<file path="config.mk">
export PLATFORM = sky130hd
export DESIGN_NAME = xbus_ctrl
export DESIGN_NICKNAME = d
export VERILOG_FILES = /design/src/rtl/xbus_pkg.sv /design/src/rtl/xbus_cfg.sv /design/src/rtl/xbus_sector.sv /design/src/rtl/xbus_seq.sv /design/src/rtl/xbus_pinmux.sv /design/src/rtl/xbus_ctrl.sv
export SDC_FILE = /design/constraint.sdc
export NUM_CORES = 1
export LEC_CHECK = 0
export CORE_ASPECT_RATIO = 2
export CORE_MARGIN = 2
export CORE_UTILIZATION = 59
export CTS_CLUSTER_SIZE = 8
export DETAILED_ROUTE_END_ITERATION = 7
export DONT_BUFFER_PORTS = 1
export PLACE_DENSITY = 0.76
export RECOVER_POWER = 50
export SLEW_MARGIN = 25
export SYNTH_ARGS = -nofsm -noshare
export SYNTH_HDL_FRONTEND = slang
export SYNTH_HIERARCHICAL = 1
export SYNTH_SLANG_ARGS = --single-unit
</file>
<file path="constraint.sdc">
create_clock -name clk -period 2.4 [get_ports clk]
set_input_delay 0.12 -clock clk [delete_from_list [all_inputs] [get_ports clk]]
set_output_delay 0.12 -clock clk [all_outputs]
set_load 0.01 [all_outputs]
</file>
<file path="src/rtl/xbus_pkg.sv">
package xbus_pkg;
  typedef enum logic [2:0] {
    ST_IDLE,
    ST_ADDR,
    ST_HOLD,
    ST_STRB,
    ST_TAIL
  } xb_state_e;

  localparam logic [1:0] CFG_EN   = 2'd0;
  localparam logic [1:0] CFG_LIM  = 2'd1;
  localparam logic [1:0] CFG_WAIT = 2'd2;
endpackage

</file>
<file path="src/rtl/xbus_cfg.sv">
module xbus_cfg #(
  parameter int LIM_W = 3,
  parameter int WC_W  = 2
) (
  input  logic             clk,
  input  logic             rst_n,
  input  logic             cfg_we,
  input  logic [1:0]       cfg_addr,
  input  logic [7:0]       cfg_wdata,
  output logic             en,
  output logic [LIM_W-1:0] lim,
  output logic [WC_W-1:0]  wc_lo,
  output logic [WC_W-1:0]  wc_hi
);
  import xbus_pkg::*;

  always_ff @(posedge clk or negedge rst_n) begin
    if (!rst_n) begin
      en    <= 1'b0;
      lim   <= '0;
      wc_lo <= '0;
      wc_hi <= '0;
    end else if (cfg_we) begin
      case (cfg_addr)
        CFG_EN:   en  <= cfg_wdata[0];
        CFG_LIM:  lim <= cfg_wdata[LIM_W-1:0];
        CFG_WAIT: begin
          wc_lo <= cfg_wdata[WC_W-1:0];
          wc_hi <= cfg_wdata[2*WC_W-1:WC_W];
        end
        default: ;
      endcase
    end
  end
endmodule

</file>
<file path="src/rtl/xbus_sector.sv">
module xbus_sector #(
  parameter int          AW    = 16,
  parameter int          LIM_W = 3,
  parameter int          WC_W  = 2,
  parameter logic [AW-1:0] BASE = 16'h0260,
  parameter logic [AW-1:0] STEP = 16'h2000
) (
  input  logic [AW-1:0]    addr,
  input  logic [LIM_W-1:0] lim,
  input  logic [WC_W-1:0]  wc_lo,
  input  logic [WC_W-1:0]  wc_hi,
  output logic [WC_W-1:0]  code
);
  localparam int BW = AW + LIM_W + 1;

  logic [BW-1:0] bound;
  logic          upper;

  always_comb begin
    bound = BW'(BASE) + BW'(lim) * BW'(STEP);
    upper = (lim != '0) && (BW'(addr) >= bound);
    code  = upper ? wc_hi : wc_lo;
  end
endmodule

</file>
<file path="src/rtl/xbus_seq.sv">
module xbus_seq #(
  parameter int AW   = 16,
  parameter int DW   = 8,
  parameter int WC_W = 2
) (
  input  logic            clk,
  input  logic            rst_n,
  input  logic            en,
  input  logic            req_valid,
  output logic            req_ready,
  input  logic            req_write,
  input  logic [AW-1:0]   req_addr,
  input  logic [DW-1:0]   req_wdata,
  input  logic [WC_W-1:0] code_in,
  output logic            rsp_valid,
  output logic [DW-1:0]   rsp_rdata,
  input  logic [DW-1:0]   ad_in,
  output logic [DW-1:0]   ad_out,
  output logic            ad_oe,
  output logic [AW-DW-1:0] hi_out,
  output logic            ale,
  output logic            wr_n,
  output logic            rd_n
);
  import xbus_pkg::*;

  xb_state_e       st;
  logic [WC_W-1:0] cnt;
  logic [WC_W-1:0] code_q;
  logic            wr_q;
  logic [AW-1:0]   addr_q;
  logic [DW-1:0]   wd_q;
  logic [DW-1:0]   rd_q;
  logic            rsp_q;
  logic            tail_q;

  assign tail_q    = (code_q == '1);
  assign req_ready = en && (st == ST_IDLE);
  assign rsp_valid = rsp_q;
  assign rsp_rdata = rd_q;
  assign hi_out    = addr_q[AW-1:DW];

  always_ff @(posedge clk or negedge rst_n) begin
    if (!rst_n) begin
      st     <= ST_IDLE;
      cnt    <= '0;
      code_q <= '0;
      wr_q   <= 1'b0;
      addr_q <= '0;
      wd_q   <= '0;
      rd_q   <= '0;
      rsp_q  <= 1'b0;
    end else begin
      rsp_q <= 1'b0;
      case (st)
        ST_IDLE: if (req_valid && req_ready) begin
          wr_q   <= req_write;
          addr_q <= req_addr;
          wd_q   <= req_wdata;
          code_q <= code_in;
          st     <= ST_ADDR;
        end
        ST_ADDR: st <= ST_HOLD;
        ST_HOLD: begin
          st  <= ST_STRB;
          cnt <= tail_q ? code_q - WC_W'(1) : code_q;
        end
        ST_STRB: begin
          if (cnt != '0) begin
            cnt <= cnt - WC_W'(1);
          end else begin
            if (!wr_q) rd_q <= ad_in;
            if (tail_q) begin
              st <= ST_TAIL;
            end else begin
              st    <= ST_IDLE;
              rsp_q <= 1'b1;
            end
          end
        end
        ST_TAIL: begin
          st    <= ST_IDLE;
          rsp_q <= 1'b1;
        end
        default: st <= ST_IDLE;
      endcase
    end
  end

  always_comb begin
    ale    = 1'b0;
    ad_out = addr_q[DW-1:0];
    ad_oe  = 1'b0;
    wr_n   = 1'b1;
    rd_n   = 1'b1;
    case (st)
      ST_ADDR: begin
        ale   = 1'b1;
        ad_oe = 1'b1;
      end
      ST_HOLD: ad_oe = 1'b1;
      ST_STRB: begin
        if (wr_q) begin
          wr_n   = 1'b0;
          ad_out = wd_q;
          ad_oe  = 1'b1;
        end else begin
          rd_n = 1'b0;
        end
      end
      ST_TAIL: begin
        if (req_valid) begin
          ale    = 1'b1;
          ad_out = req_addr[DW-1:0];
          ad_oe  = 1'b1;
        end else if (wr_q) begin
          ad_out = wd_q;
          ad_oe  = 1'b1;
        end
      end
      default: ;
    endcase
  end
endmodule

</file>
<file path="src/rtl/xbus_pinmux.sv">
module xbus_pinmux #(
  parameter int DW = 8,
  parameter int HW = 8,
  parameter int CW = 3
) (
  input  logic          own,
  input  logic [DW-1:0] x_ad_out,
  input  logic          x_ad_oe,
  input  logic [HW-1:0] x_hi_out,
  input  logic [CW-1:0] x_ctl_out,
  input  logic [DW-1:0] gp_ad_out,
  input  logic [DW-1:0] gp_ad_oe,
  input  logic [HW-1:0] gp_hi_out,
  input  logic [HW-1:0] gp_hi_oe,
  input  logic [CW-1:0] gp_ctl_out,
  input  logic [CW-1:0] gp_ctl_oe,
  output logic [DW-1:0] pad_ad_out,
  output logic [DW-1:0] pad_ad_oe,
  output logic [HW-1:0] pad_hi_out,
  output logic [HW-1:0] pad_hi_oe,
  output logic [CW-1:0] pad_ctl_out,
  output logic [CW-1:0] pad_ctl_oe
);
  for (genvar i = 0; i < DW; i++) begin : g_ad
    assign pad_ad_out[i] = own ? x_ad_out[i] : gp_ad_out[i];
    assign pad_ad_oe[i]  = own ? x_ad_oe     : gp_ad_oe[i];
  end
  for (genvar i = 0; i < HW; i++) begin : g_hi
    assign pad_hi_out[i] = own ? x_hi_out[i] : gp_hi_out[i];
    assign pad_hi_oe[i]  = own | gp_hi_oe[i];
  end
  for (genvar i = 0; i < CW; i++) begin : g_ctl
    assign pad_ctl_out[i] = own ? x_ctl_out[i] : gp_ctl_out[i];
    assign pad_ctl_oe[i]  = own | gp_ctl_oe[i];
  end
endmodule

</file>
<file path="src/rtl/xbus_ctrl.sv">
module xbus_ctrl #(
  parameter int            AW    = 16,
  parameter int            DW    = 8,
  parameter int            LIM_W = 3,
  parameter int            WC_W  = 2,
  parameter logic [15:0]   BASE  = 16'h0260,
  parameter logic [15:0]   STEP  = 16'h2000
) (
  input  logic             clk,
  input  logic             rst_n,
  input  logic             cfg_we,
  input  logic [1:0]       cfg_addr,
  input  logic [7:0]       cfg_wdata,
  input  logic             req_valid,
  output logic             req_ready,
  input  logic             req_write,
  input  logic [AW-1:0]    req_addr,
  input  logic [DW-1:0]    req_wdata,
  output logic             rsp_valid,
  output logic [DW-1:0]    rsp_rdata,
  input  logic [DW-1:0]    gp_ad_out,
  input  logic [DW-1:0]    gp_ad_oe,
  input  logic [AW-DW-1:0] gp_hi_out,
  input  logic [AW-DW-1:0] gp_hi_oe,
  input  logic [2:0]       gp_ctl_out,
  input  logic [2:0]       gp_ctl_oe,
  input  logic [DW-1:0]    pad_ad_in,
  output logic [DW-1:0]    pad_ad_out,
  output logic [DW-1:0]    pad_ad_oe,
  output logic [AW-DW-1:0] pad_hi_out,
  output logic [AW-DW-1:0] pad_hi_oe,
  output logic [2:0]       pad_ctl_out,
  output logic [2:0]       pad_ctl_oe
);
  localparam int HW = AW - DW;

  logic             cfg_en;
  logic [LIM_W-1:0] cfg_lim;
  logic [WC_W-1:0]  cfg_wc_lo;
  logic [WC_W-1:0]  cfg_wc_hi;
  logic [WC_W-1:0]  sel_code;
  logic [DW-1:0]    x_ad_out;
  logic             x_ad_oe;
  logic [HW-1:0]    x_hi_out;
  logic             x_ale;
  logic             x_wr_n;
  logic             x_rd_n;

  xbus_cfg #(.LIM_W(LIM_W), .WC_W(WC_W)) u_cfg (
    .clk(clk), .rst_n(rst_n), .cfg_we(cfg_we), .cfg_addr(cfg_addr),
    .cfg_wdata(cfg_wdata), .en(cfg_en), .lim(cfg_lim),
    .wc_lo(cfg_wc_lo), .wc_hi(cfg_wc_hi)
  );

  xbus_sector #(.AW(AW), .LIM_W(LIM_W), .WC_W(WC_W),
                .BASE(AW'(BASE)), .STEP(AW'(STEP))) u_sector (
    .addr(req_addr), .lim(cfg_lim), .wc_lo(cfg_wc_lo),
    .wc_hi(cfg_wc_hi), .code(sel_code)
  );

  xbus_seq #(.AW(AW), .DW(DW), .WC_W(WC_W)) u_seq (
    .clk(clk), .rst_n(rst_n), .en(cfg_en),
    .req_valid(req_valid), .req_ready(req_ready), .req_write(req_write),
    .req_addr(req_addr), .req_wdata(req_wdata), .code_in(sel_code),
    .rsp_valid(rsp_valid), .rsp_rdata(rsp_rdata), .ad_in(pad_ad_in),
    .ad_out(x_ad_out), .ad_oe(x_ad_oe), .hi_out(x_hi_out),
    .ale(x_ale), .wr_n(x_wr_n), .rd_n(x_rd_n)
  );

  xbus_pinmux #(.DW(DW), .HW(HW), .CW(3)) u_pinmux (
    .own(cfg_en), .x_ad_out(x_ad_out), .x_ad_oe(x_ad_oe),
    .x_hi_out(x_hi_out), .x_ctl_out({x_ale, x_wr_n, x_rd_n}),
    .gp_ad_out(gp_ad_out), .gp_ad_oe(gp_ad_oe), .gp_hi_out(gp_hi_out),
    .gp_hi_oe(gp_hi_oe), .gp_ctl_out(gp_ctl_out), .gp_ctl_oe(gp_ctl_oe),
    .pad_ad_out(pad_ad_out), .pad_ad_oe(pad_ad_oe), .pad_hi_out(pad_hi_out),
    .pad_hi_oe(pad_hi_oe), .pad_ctl_out(pad_ctl_out), .pad_ctl_oe(pad_ctl_oe)
  );
endmodule

</file>
# ---- Word-level counts from Yosys, hierarchy flattened
# Index checks and enable logic that the tools add are counted.
dict set report word_totals {
  ff_bits 49
  input_bits 85
  out_inout_bits 48
}
dict set report op_classes {
  n_addsub 3
  n_lt_le_gt_ge 1
  n_eq_ne 10
  muxes 49
  bitwise 13
  n_reduce_logical 16
}
# op n
set ops {}
lappend ops {{$mux W1} 35}
lappend ops {{$ge A16 B20 Y1} 1}
lappend ops {{$add A10 B16 Y17 const A} 1}
lappend ops {{$mux W8} 2}
lappend ops {{$pmux W8 S2} 1}
lappend ops {{$pmux W3 S4} 1}
lappend ops {{$reduce_and A2 Y1} 6}
lappend ops {{$or A1 B1 Y1} 11}
lappend ops {{$mux W3} 3}
lappend ops {{$eq A3 B2 Y1 const B} 2}
lappend ops {{$mux W2} 3}
lappend ops {{$eq A2 B2 Y1 const B} 2}
lappend ops {{$ne A2 B2 Y1 const B} 2}
lappend ops {{$pmux W1 S2} 2}
lappend ops {{$pmux W2 S2} 1}
lappend ops {{$reduce_bool A2 Y1} 2}
lappend ops {{$sub A2 B1 Y2 const B} 2}
lappend ops {{$eq A3 B1 Y1 const B} 1}
lappend ops {{$eq A3 B3 Y1 const B} 1}
lappend ops {{$logic_and A1 B1 Y1} 3}
lappend ops {{$logic_not A3 Y1} 1}
lappend ops {{$pmux W1 S3} 1}
lappend ops {{$reduce_and A3 Y1} 1}
lappend ops {{$reduce_bool A3 Y1} 1}
lappend ops {{5 further kinds} 6}

# ---- Longest topological paths before layout
dict set report logic_depth {
  ltp_word 5
  depth_mapped 7
}

# ---- By module
# The synthesis kept the hierarchy.
# mod instances cells_each area_per_inst_um2 seq_area_each_um2
set modules_own_cells {}
lappend modules_own_cells {xbus_seq 1 176 2163.3 1026.0}
lappend modules_own_cells {xbus_pinmux 1 42 445.4 0.0}
lappend modules_own_cells {xbus_cfg 1 19 312.8 200.2}
lappend modules_own_cells {xbus_sector 1 17 127.6 0.0}

# ---- Worst setup path after synthesis
# No wires, ideal clock.
dict set report synth_timing {
  path_kind {register to register}
  from {reg u_cfg.lim[2]}
  to {reg u_seq.code_q[0]}
  setup_ps 125
  arrival_ps 1757
  required_time_ps 2275
  setup_slack_ps 518
  stages_incl_launch_ff 8
  path_cell_list {dfrtp_1 inv_1 ha_1 nand4_1 or2_0 a31oi_1 mux2_2 mux2_4}
}
dict set report synth_between {
  elab_chain_cells 4
}
# item line
set synth_lines {}
lappend synth_lines {{from (decl)} xbus_cfg.sv:11} ;# output logic [LIM_W-1:0] lim,
lappend synth_lines {{from (signal assigned)} xbus_cfg.sv:26} ;# CFG_LIM: lim <= cfg_wdata[LIM_W-1:0];
lappend synth_lines {{$add A10 B16 Y17} xbus_sector.sv:20} ;# bound = BW'(BASE) + BW'(lim) * BW'(STEP);
lappend synth_lines {{$ge A16 B20 Y1} xbus_sector.sv:21} ;# upper = (lim != '0) && (BW'(addr) >= bound);
lappend synth_lines {{$logic_and A1 B1 Y1 *} xbus_sector.sv:21}
lappend synth_lines {{$mux W2 *} xbus_sector.sv:22} ;# code = upper ? wc_hi : wc_lo;
lappend synth_lines {{named net sel_code[0]} xbus_ctrl.sv:41} ;# logic [WC_W-1:0] sel_code;
lappend synth_lines {{to (signal assigned)} xbus_seq.sv:60} ;# code_q <= code_in;
lappend synth_lines {{to (decl)} xbus_seq.sv:29} ;# logic [WC_W-1:0] code_q;
# Mark *: on every way through the listed nets, which the timed path passes. The rest lies on a longest branch.
# A chain may end at the register's enable or synchronous reset.

# ---- Worst setup path after layout
dict set report layout_timing {
  from {reg u_seq.st[1]}
  to {out pad_ad_out[0]}
}
dict set report layout_between {
  elab_chain_cells 3
}
# item line
set layout_lines {}
lappend layout_lines {{from (decl)} xbus_seq.sv:27} ;# xb_state_e st;
lappend layout_lines {{from (signal assigned)} xbus_seq.sv:45} ;# st <= ST_IDLE;
lappend layout_lines {{from (signal assigned)} xbus_seq.sv:61} ;# st <= ST_ADDR;
lappend layout_lines {{from (signal assigned)} xbus_seq.sv:63} ;# ST_ADDR: st <= ST_HOLD;
lappend layout_lines {{$eq A3 B3 Y1 or $eq A3 B2 Y1 (tied branches)} xbus_seq.sv:96} ;# case (st)
lappend layout_lines {{$pmux W8 S2 *} xbus_seq.sv:96}
lappend layout_lines {{named net x_ad_out[0]} xbus_ctrl.sv:42} ;# logic [DW-1:0] x_ad_out;
lappend layout_lines {{$mux W1 *} xbus_pinmux.sv:25} ;# assign pad_ad_out[i] = own ? x_ad_out[i] : gp_ad_out[i];
lappend layout_lines {{to (decl)} xbus_ctrl.sv:28} ;# output logic [DW-1:0] pad_ad_out,
# Marked as above.

==> run metrics <==
status completed; total I/O pin count around 130; max frequency ~440 MHz; Routed WL 7140 µm; unrepaired setup endpoints after global routing no; first-pass detailed-route iteration total 4; Compound-Gate Fraction of Synth Area 8.70%; H-Tree Depth 2; initial drt markers 43; CTS max path bufs 2; Die ar. 0.00579 mm²; path type of the worst setup path register to output pin; min-delay src req_valid; XOR/XNOR Fraction of Synth Area 0%; Hold Path Class input port to register; share of async-settable or async-resettable flops after synthesis 100%; largest net degree at the start of global routing 50; clk sinks between 40 and 50; RR Startpoint u_cfg/lim[1]; worst skew pair latency roughly 300 ps; leakage about 1.5 nW; final period utilization between 90% and 100%; nets 370; critical path launch point u_seq/st[1]; total CTS buffers 5; Power Total 3.93 mW; Critical Path AT 2130 ps; worst slew margin relative to its limit 19.8%; Syn Area/Cell 12.0 µm²; All-Layer GR Usage ~26%; row count 37; total global routing overflow 0; Crit. End Element output pin; Synth Flop Type dfrtp_1; WHS 104 ps; max-slew violation count 0; total negative slack 0 ps; largest family of logic cells by synthesized area multiplexers; Simple-Gate Fraction of Synth Area 10.1%; Core Footprint 0.00505 mm²; CP max FO 13; DRC Markers 0; worst-margin pin slew 1200 ps; Area Growth Syn to Fin 13.4%; die width 54.8 µm; postcts setup bufs 0; Routed Antenna Nets 0; GP Congestion 0.786; Worst EP required 2280 ps; Post-Synth Adder-Cell Area under 10%; Filler Cell Count around 360; Avg WL per Cell 21.0 µm; CTS tree built; Final Hold Fails 0; Post-synth EDFFs 0; first-pass GRT wire length 11,000 µm; antenna violations before repair 0; minimum clock period around 2200 ps; Die Span Y 106 µm; clk_skew 9.06 ps; routed vias 2,132; Via-to-Cell Ratio around 6.3; post-route setup slack 152 ps; Mapped Area roughly 0.003 mm²; max-capacitance violation count 0; Root Buffer clkbuf_8; maximum vdd ir drop about 0.78 mV; synth warn 6; pre-CTS setup slack about 340 ps; layout cell share with drive strength beyond 1 35.8%; diode count 0; crit start category register; Netlist cell types 44; mux cell area share after synthesis roughly a third; Power per Cell Area ~1100 mW/mm²; #FFs+latches synth 49; I/O Buffers 0; Cells after Synth around 250; Initial Util roughly three fifths; Setup-failing EPs final 0; post-synthesis sequential area ratio 40.2%; vias in the first global route between 2,000 and 2,500; Mapped Nets 343; clk slew on worst S/H paths around 90 ps; HPWL after detailed placement 4690 µm
-- timing repair --
item,4_1_cts,5_1_grt
hold buffers,39,0
gates resized for setup,0,3
hold endpoints to repair,90,0
setup endpoints to repair,0,8
-- worst max-delay path, stage by stage, from the launching register on --
cell     delay [ps]
dfrtp_1         550
or3b_4          530
o22a_2          330
o32ai_1         180
mux2_4          230
-- synth_stat cells, types with 2 or more instances --
master,instances,area (µm²)
buf_4,9,67.6
o32ai_1,8,70.1
or3_1,2,12.5
or2_2,10,62.6
mux2i_1,8,80.1
o21ai_0,3,15.0
buf_6,5,56.3
nor3_1,2,10.0
dfrtp_1,49,1230
nor2b_1,2,12.5
buf_2,5,25.0
mux2_2,44,495
inv_1,7,26.3
nand3b_1,2,15.0
and3_1,2,12.5
nor2_1,13,48.8
clkbuf_1,3,11.3
nand4_1,2,12.5
ha_1,4,50.1
a21oi_1,20,100
nand2_1,3,11.3
mux2_4,29,435
-- where the power goes --
| group | internal [mW] | switching, mW |
|---|---|---|
| clock | 0.208 | 0.265 |
| combinational | 1.04 | 0.862 |
| sequential | 1.18 | 0.370 |
| total | 2.44 | 1.50 |
-- placed cells by master, fill, tap and decap left out, types with 2 or more instances in the layout --
cell           instances
ha_1                   4
nand3b_1               2
mux2_4                29
nand2_1                3
buf_4                  3
and3_1                 2
nand4_1                2
a21oi_1               20
clkbuf_2               2
or3_1                  2
mux2i_1                8
or2_2                 10
o21ai_0                3
nor3_1                 2
dfrtp_1               48
clkbuf_1               3
mux2_2                44
o32ai_1                8
nor2_1                13
dlygate4sd3_1         38
inv_1                  7
clkbuf_8               5
-- final timing paths --
path | end | slack [ps] | cells after the start
setup / recovery | pad_ad_out[0] | 150 | 4
hold / removal | u_seq/st[0] | 100 | 3
setup reg to reg | u_seq/code_q[0] | 340 | 7
hold reg to reg | u_cfg/wc_hi[0] | 510 | 1
max in group asynchronous | u_seq/st[2] | 980 | 2
min in group asynchronous | u_seq/rsp_valid | 630 | 2
-- cells by family after synthesis --
family / Yosys count
fa+ha+maj: 4
mux: 81
buf+inv: 30
flops: 49
compound gates: 41
simple gates: 49
-- per-layer routing --
metal / wire [µm] / track usage, %
met5: 0 / 0
met4: 105 / 9.11
met3: 412 / 5.52
met2: 3830 / 43.7
met1: 2790 / 31.0
-- registers in the layout, summed over array words and instances (netlist names) --
signal,cells
u_seq/addr_q,16
u_seq/rsp_valid,1
u_seq/wr_q,1
u_cfg/lim,3
u_cfg/wc_lo,2
u_seq/cnt,2
u_seq/wd_q,8
u_cfg/wc_hi,2
u_cfg/en,1
u_seq/code_q,2
u_seq/st,3
u_seq/rsp_rdata,8
-- metrics by stage --
stage | cells | utilization, % | cell area, µm²
3_3_place_gp | 293 | 59.2 | 2990
5_1_grt | 340 | 68.5 | 3460
4_1_cts | 340 | 68.9 | 3480
3_5_place_dp | 293 | 59.2 | 2990
2_1_floorplan | 254 | - | 3050
6_report | 340 | 68.5 | 3460
-- final cells by class --
class | count | area [µm²] | area share [%]
Multi-Input combinational cell | 175 | 1640 | 47.4
Timing Repair Buffer | 43 | 413 | 11.9
Clock buffer | 8 | 80.1 | 2.32
Tap cell | 58 | 72.6 | 2.10
Inverter | 7 | 26.3 | 0.760
Sequential cell | 49 | 1230 | 35.5
(Power assumes the default switching activity.)
